[src/rtl/ls_agu.sv]
module ls_agu #(
  parameter int DW = 32,
  parameter int RW = 4,
  parameter logic [RW-1:0] PC_IDX = '1,
  parameter int PC_AHEAD = 8,
  parameter int PC_STORE_ADV = 4
) (
  input  logic          clk,
  input  logic          rst_n,
  input  logic          req_valid,
  input  logic [DW-1:0] base_val,
  input  logic [RW-1:0] base_idx,
  input  logic [RW-1:0] data_idx,
  input  logic [DW-1:0] offset,
  input  logic          pre_idx,
  input  logic          add_off,
  input  logic          wb_req,
  input  logic          is_load,
  input  logic [1:0]    size,
  input  logic          is_signed,
  input  logic [DW-1:0] store_val,
  output logic          mem_req,
  output logic          mem_we,
  output logic [DW-1:0] mem_addr,
  output logic [DW-1:0] mem_wdata,
  input  logic          rsp_valid,
  input  logic [DW-1:0] rsp_data,
  output logic          wb_en,
  output logic [DW-1:0] wb_val,
  output logic          err,
  output logic          ld_valid,
  output logic [DW-1:0] ld_data
);
  localparam logic [1:0] SZ_WORD = 2'b00;
  localparam logic [1:0] SZ_BYTE = 2'b01;
  localparam logic [1:0] SZ_HALF = 2'b10;

  logic [DW-1:0] base_eff, moved, acc_addr, lanes, widened;
  logic [1:0]    sz_q, ld_sz_q;
  logic          sgn_q, ld_sgn_q;

  assign base_eff = base_val - ((base_idx == PC_IDX) ? DW'(PC_AHEAD) : '0);
  assign moved    = add_off ? base_eff + offset : base_eff - offset;
  assign acc_addr = (pre_idx ? moved : base_eff)
                  + ((!is_load && data_idx == PC_IDX) ? DW'(PC_STORE_ADV) : '0);

  always_comb begin
    case (size)
      SZ_BYTE: lanes = {{(DW-8){1'b0}},  store_val[7:0]};
      SZ_HALF: lanes = {{(DW-16){1'b0}}, store_val[15:0]};
      default: lanes = store_val;
    endcase
  end

  always_comb begin
    case (sz_q)
      SZ_BYTE: widened = {{(DW-8){sgn_q & rsp_data[7]}},   rsp_data[7:0]};
      SZ_HALF: widened = {{(DW-16){sgn_q & rsp_data[15]}}, rsp_data[15:0]};
      default: widened = rsp_data;
    endcase
  end

  always_ff @(posedge clk) begin
    if (!rst_n) begin
      mem_req   <= 1'b0;
      mem_we    <= 1'b0;
      mem_addr  <= '0;
      mem_wdata <= '0;
      wb_en     <= 1'b0;
      wb_val    <= '0;
      err       <= 1'b0;
      sz_q      <= SZ_WORD;
      sgn_q     <= 1'b0;
      ld_valid  <= 1'b0;
      ld_data   <= '0;
      ld_sz_q   <= SZ_WORD;
      ld_sgn_q  <= 1'b0;
    end else begin
      mem_req  <= req_valid;
      wb_en    <= req_valid & (!pre_idx | wb_req);
      err      <= req_valid & ((!pre_idx & wb_req) | (is_signed & !is_load));
      if (req_valid) begin
        mem_we    <= !is_load;
        mem_addr  <= acc_addr;
        mem_wdata <= lanes;
        wb_val    <= moved;
        sz_q      <= size;
        sgn_q     <= is_signed;
      end
      ld_valid <= rsp_valid;
      if (rsp_valid) begin
        ld_data  <= widened;
        ld_sz_q  <= sz_q;
        ld_sgn_q <= sgn_q;
      end
    end
  end


  issue_chk: assert property (@(posedge clk) disable iff (!rst_n)
    req_valid |=> mem_req);

  err_access_chk: assert property (@(posedge clk) disable iff (!rst_n)
    err |-> mem_req);

  idle_chk: assert property (@(posedge clk) disable iff (!rst_n)
    !mem_req |-> (!wb_en && !err));

  ldv_chk: assert property (@(posedge clk) disable iff (!rst_n)
    rsp_valid |=> ld_valid);

  byte_lane_chk: assert property (@(posedge clk) disable iff (!rst_n)
    (mem_req && mem_we && sz_q == SZ_BYTE) |-> (mem_wdata[DW-1:8] == '0));

  sext_chk: assert property (@(posedge clk) disable iff (!rst_n)
    (ld_valid && ld_sgn_q && ld_sz_q == SZ_BYTE) |->
      ($countones(ld_data[DW-1:7]) == 0 || $countones(ld_data[DW-1:7]) == DW-7));
endmodule

[config.mk]
export PLATFORM = sky130hd
export DESIGN_NAME = ls_agu
export DESIGN_NICKNAME = d
export VERILOG_FILES = /design/src/rtl/ls_agu.sv
export SDC_FILE = /design/constraint.sdc
export NUM_CORES = 1
export LEC_CHECK = 0
export ABC_AREA = 0
export ABC_CLOCK_PERIOD_IN_PS = 12500
export BUFFER_PORTS_ARGS = -buffer_cell sky130_fd_sc_hd__buf_2
export CELL_PAD_IN_SITES_DETAIL_PLACEMENT = 2
export CELL_PAD_IN_SITES_GLOBAL_PLACEMENT = 2
export CORE_MARGIN = 5
export CORE_UTILIZATION = 30
export DETAILED_ROUTE_END_ITERATION = 10
export GPL_TIMING_DRIVEN = 0
export PLACE_DENSITY = 0.84
export SYNTH_ARGS = -nofsm -noshare
export SYNTH_HDL_FRONTEND = slang
export SYNTH_SLANG_ARGS = --single-unit
[constraint.sdc]
create_clock -name clk -period 12.5 [get_ports clk]
set_input_delay 1.25 -clock clk [delete_from_list [all_inputs] [get_ports clk]]
set_output_delay 1.25 -clock clk [all_outputs]
set_load 0.005 [all_outputs]
**After elaboration in Yosys (flattened, before gate mapping)**

Cells that the tools add are included.

- Flip-flop bits (word level): 136
- Bits of input ports: 147
- Output and inout port bits: 133
- Word-level logic and storage cells: 38

- $add $sub $neg: 4
- Eq/ne operators: 6
- Multiplexer cells: 6
- Bitwise operators: 8
- Reduce and logical (&&, ||, !) cells: 3

Operators with widths:

| operator | count |
|---|---|
| 32-bit case mux with 2 select lines | 2 |
| 32-bit two-way mux | 2 |
| 32-bit by 3-bit adder with 32-bit output | 1 |
| 32-bit adder | 1 |
| 32-bit subtractor | 1 |
| 32-bit by 4-bit subtractor with 32-bit output | 1 |
| 4-bit == test, second input constant | 2 |
| 1-bit AND | 6 |
| 2-bit by 1-bit == test with 1-bit output, second input constant | 2 |
| 2-bit == test, second input constant | 2 |
| 4-bit two-way mux | 1 |
| 3-bit two-way mux | 1 |
| 1-bit logical NOT | 2 |
| 1-bit bitwise OR | 2 |
| 1-bit logical AND | 1 |

**Depth between registers and ports, before layout**

- Depth after elaboration: 7
- Gate-level depth with buffers: 21
- Mapped depth without buffers: 19

**Least setup slack after synthesis**

OpenSTA, ideal clock, no wires.

- Path type: in2reg
- Start point: input offset[7]
- End point: register mem_addr[30]
- Library setup time: 0.062 ns
- Arrival time: 6.160 ns
- Required time: 12.438 ns
- Slack: 6.277 ns
- Stages on the path: 17
- Path buffers: 1
- Cell sequence: or4_1 -> nor4b_1 -> nand2_1 -> nor4b_1 -> a21oi_1 -> xor2_1 -> ha_1 -> clkbuf_1 -> and2_1 -> and3_1 -> a221oi_1 -> o22ai_1 -> or3_4 -> a2111oi_4 -> nand3_2 -> or4_1 -> nand3_1

- Cells in the longest elaborated chain, start to end: 4
- Elaborated cells on any way between the ends: 5
- Classes of those cells: add/sub: 3; mux: 2

Ends and longest elaborated chain:

| what | line | source |
|---|---|---|
| from (decl) | 14 | `input logic [DW-1:0] offset,` |
| 32-bit subtractor / 32-bit adder (equally long branches) | 43 | `assign moved = add_off ? base_eff + offset : base_eff - offset;` |
| 32-bit two-way mux (*) | 43 |  |
| 32-bit two-way mux (*) | 44 | `assign acc_addr = (pre_idx ? moved : base_eff)` |
| 32-bit by 3-bit adder with 32-bit output (*) | 45 | `+ ((!is_load && data_idx == PC_IDX) ? DW'(PC_STORE_ADV) : '0);` |
| to (signal assigned) | 84 | `mem_addr <= acc_addr;` |
| to (decl) | 24 | `output logic [DW-1:0] mem_addr,` |

Mark *: on every way between the ends. The rest lies on a longest branch, timed or not.
A chain may end at the register's enable or synchronous reset.

**Worst setup path after layout**

- Start point: input offset[0]
- End point: register mem_addr[29]

Same word-level chain as after synthesis.

==> metrics.md <==
| Metric | Value |
|---|---|
| Async SR Flop Fraction | 0% |
| Max incr delay on CP | ~0.96 ns |
| Worst VDD drop | around 0.09 mV |
| Commonest cells in the netlist | 143 x nor2_1, 136 x dfxtp_1, 109 x a21oi_1 |
| Gr usage total | between 20% and 30% |
| Proportion of power drawn by combinational gates | 32.5% |
| Hold depth | 2 |
| Synth Net Count | between 1000 and 1500 |
| DRC violations left | 0 |
| Iter 0 DRT Violations | 362 |
| Outcome | finished clean |
| Root Driver | clkbuf_16 |
| Switching Share | between 30% and 40% |
| Post-synth EDFFs | 0 |
| Die area | 34590 um2 |
| Critical Path Sink Type | register |
| Relative slew slack | around 27% |
| Fin util | between 30 and 40% |
| Antenna viol nets, final | 0 |
| Register bit count reported by yosys | 136 |
| Initial antenna violation count | 1 |
| Placed Cells | 1858 |
| Pre-CTS WS | 4.651 ns |
| Final setup fails | 0 |
| Metal-1 WL | around 18 mm |
| Clock network power share | 34.6% |
| CP most frequent cell | nand2_1 |
| Setup CP Type | in2reg |
| Vias per cell | 5.423 |
| Top post-synthesis cells by area | dfxtp_1 29%, mux2i_1 7.0%, a21oi_1 5.9% |
| Drt wl/cell | 22.01 um |
| Setup Fix Bufs, Post-CTS | 0 |
| Hold_buf cts | 0 |
| Hold Vio Cnt, Final | 0 |
| Routability congestion estimate from global placement | 0.8857 |
| Yosys warns | 0 |
| Nets | roughly 1700 |
| Main combinational cell family by area after synthesis | simple AND/OR/NAND/NOR gates |
| Setup ws final | 4.944 ns |
| Initial Utilization | between 30% and 40% |
| Met3 WL | 1.683 mm |
| Synth Area in Simple Gates | 23.30% |
| Adder-Cell Fraction of Synth Area | 5.468% |
| H-tree depth | 4 |
| PwrDens | 129.3 nW/um2 |
| Top-count cell post-synth | nor2_1 |
| Placeable core area | a little over 30000 um2 |
| Ys flop type | dfxtp_1 |
| Top sig layer | met5 |
| WL final | 41.62 mm |
| Bufs on Longest Clock Path | 2 |
| Row Count | 64 |
| Met2 routed WL | 21.08 mm |
| CTS buffer count | 17 |
| Slowest-stage cell, CP | nor4b_1 |
| Fmax | 132.4 MHz |
| Worst-path fanout max | 10 |
| Worst Path Buf+Inv | 3 |
| Synth Cell Area | 9290 um2 |
| Synth top area share | slightly below 30% |
| Sequential fraction of the synthesis area | approximately 29% |
| Layout Cells excl Fill | 1891 |
| Critical Path Stages | 21 |
| Worst slew pin tran | 1.075 ns |
| Chip width | 186.0 um |
| Pleak | about 5.3 nW |
| Skew final | 0.009067 ns |
| PostCTS Resize Cnt | 0 |
| XOR/XNOR Fraction of Synth Area | roughly 8.9% |
| Sequential Power Share | 32.9% |
| Hpwl dp | around 34 mm |
| Avg Cell Area, Syn | 7.846 um2 |
| I/O Buffers | 278 |
| Share of layout cells above drive strength 1 | approximately 23% |
| WHS | 0.4614 ns |
| Vias | between 10000 and 15000 |
| Post-synth top area cell | dfxtp_1 |
| Total global routing overflow | 0 |
| CP Launch Type | input port |
| Fin crit share | roughly three fifths |
| Hold Path Class | reg2reg |
| Post-Syn Instances | ~1200 |
| RSZ-0062 raised after global routing | no |
| Layout area overhead | 26.88% |
| Sum Neg Setup Slack | 0 ns |
| Worst-path cell chain | buf_2, inv_1, ha_1, nor3b_1, nor4b_1, nand2_1, nor4b_1, a21oi_1, xor2_1, ha_1, clkbuf_1, nand2_1, o21ai_0, mux2i_1, o211ai_1, a211oi_1, a31oi_1, a2111oi_4, nand2_1, or4_1, nand3_1 |
| Clock Pin Slew Worst Setup and Hold Paths | around 0.060 ns |
| Internal cell power | just under 1 mW |
| CP required | between 10 and 15 ns |
| Compound-Gate Fraction of Synth Area | between 20% and 30% |
| Die Span Y | 186.0 um |
| Drt pass-1 iters | 5 |
| Crit path DAT | 7.92 ns |
| Post-synthesis mux area share | 7.852% |
| CTS sink cnt | 136 |
| Synth cell types | 81 |
| Later-pin clock latency in the skew report | 0.43 ns |
| Vias in the first global route | 11273 |
| Psw | around 0.54 mW |
| TritonCTS clock tree | done |
| Largest net degree at the start of global routing | 17 |
| First-pass GRT wire length | around 64 mm |
| Fin crit period | 7.556 ns |
| Pins Over Slew Limit | 0 |
| Max-Cap Viols | 0 |
| Cell family with most CP delay | simple AND/OR/NAND/NOR gates |
| IO Pins | 280 |
| Worst Reg-to-Reg Cells | 9 |
==> path summary, 6_finish.rpt <==
| check | from | end | slack (ns) |
|---|---|---|---|
| max | offset[0] | mem_addr[29]$_SDFFE_PN0P_ | 4.94 |
| min | mem_wdata[12]$_SDFFE_PN0P_ | mem_wdata[12]$_SDFFE_PN0P_ | 0.46 |
| max reg2reg | sz_q[0]$_SDFFE_PN0P_ | ld_data[30]$_SDFFE_PN0P_ | 9.19 |
| min reg2reg | mem_wdata[12]$_SDFFE_PN0P_ | mem_wdata[12]$_SDFFE_PN0P_ | 0.46 |
==> worst reg2reg max path: cells and delay by family (launching register included) <==
kind                     cells  cell delay [ns]
adder cells (fa/ha/maj)      1             0.28
AND/OR/NAND/NOR              1             0.14
AO/OA/AOI/OAI                3             1.39
flip-flops                   1             0.38
buffers and inverters        4             0.97
==> kinds of logic after synthesis <==
logic type	Yosys count
buf+inv	105
flops	136
fa+ha+maj	40
xor+xnor	94
simple gates	435
compound gates	302
mux	72
==> through the flow <==
step	cell area (um2)	power [mW]
after global routing	11790	1.612
after detailed placement	11180	1.003
after floorplan	9290	0.8030
after CTS	11790	1.537
after global placement	11180	0.9790
final	11790	1.524
==> routing by layer <==
| metal | vias up | track usage (%) |
|---|---|---|
| met5 | - | 0 |
| met4 | 2 | 6.208 |
| met3 | 67 | 4.084 |
| met2 | 231 | 42.27 |
| met1 | 5094 | 28.87 |
| li1 | 4860 | - |
==> final cells by class <==
| class | instances | area [um2] |
|---|---|---|
| fillers | 3651 | 18800 |
| multi-input cells | 943 | 6166 |
| flip-flops and latches | 136 | 2723 |
| repair buffers | 278 | 1391 |
| well taps | 396 | 495.5 |
| clock buffers | 21 | 460.4 |
| plain buffers | 71 | 274.0 |
| clock inverters | 11 | 147.6 |
| inverters | 34 | 127.6 |
| diodes | 1 | 2.502 |
==> power groups by stage <==
stage | Clock, mW | Sequential [mW] | Combinational (mW)
floorplan | 0 | 0.505 | 0.297
global placement | 0 | 0.507 | 0.472
detailed placement | 0 | 0.509 | 0.494
CTS | 0.537 | 0.501 | 0.499
global route | 0.558 | 0.505 | 0.549
finish | 0.528 | 0.501 | 0.496
==> cells in the final DEF, fill, tap and decap left out, types with 6 or more instances in the layout <==
cell       count
a211o_1        8
a21oi_1      109
or4_1         13
mux2i_1       65
buf_2        278
mux2_2         7
and2_1        13
and4_1         6
nand4_1       13
nor4_1        10
or2_2         12
dfxtp_1      136
a21o_1         9
nand3_1       39
xnor2_1       46
nor2_1       143
xor2_1        47
nand3b_1       7
a22oi_1       18
o21a_1         9
or3_1         12
a31oi_1       18
clkbuf_1      57
ha_1          39
inv_1         31
nor3_1        27
a211oi_1      12
buf_1         15
o211ai_1      12
o21ai_0       57
nand2_1       98
clkbuf_16     17
==> sequential cells by signal, summed over array words and instances (netlist names) <==
name	flops
err	1
ld_data	32
ld_valid	1
mem_addr	32
mem_req	1
mem_wdata	32
mem_we	1
sgn_q	1
sz_q	2
wb_en	1
wb_val	32
No activity file was read; power rests on OpenSTA's default activity.
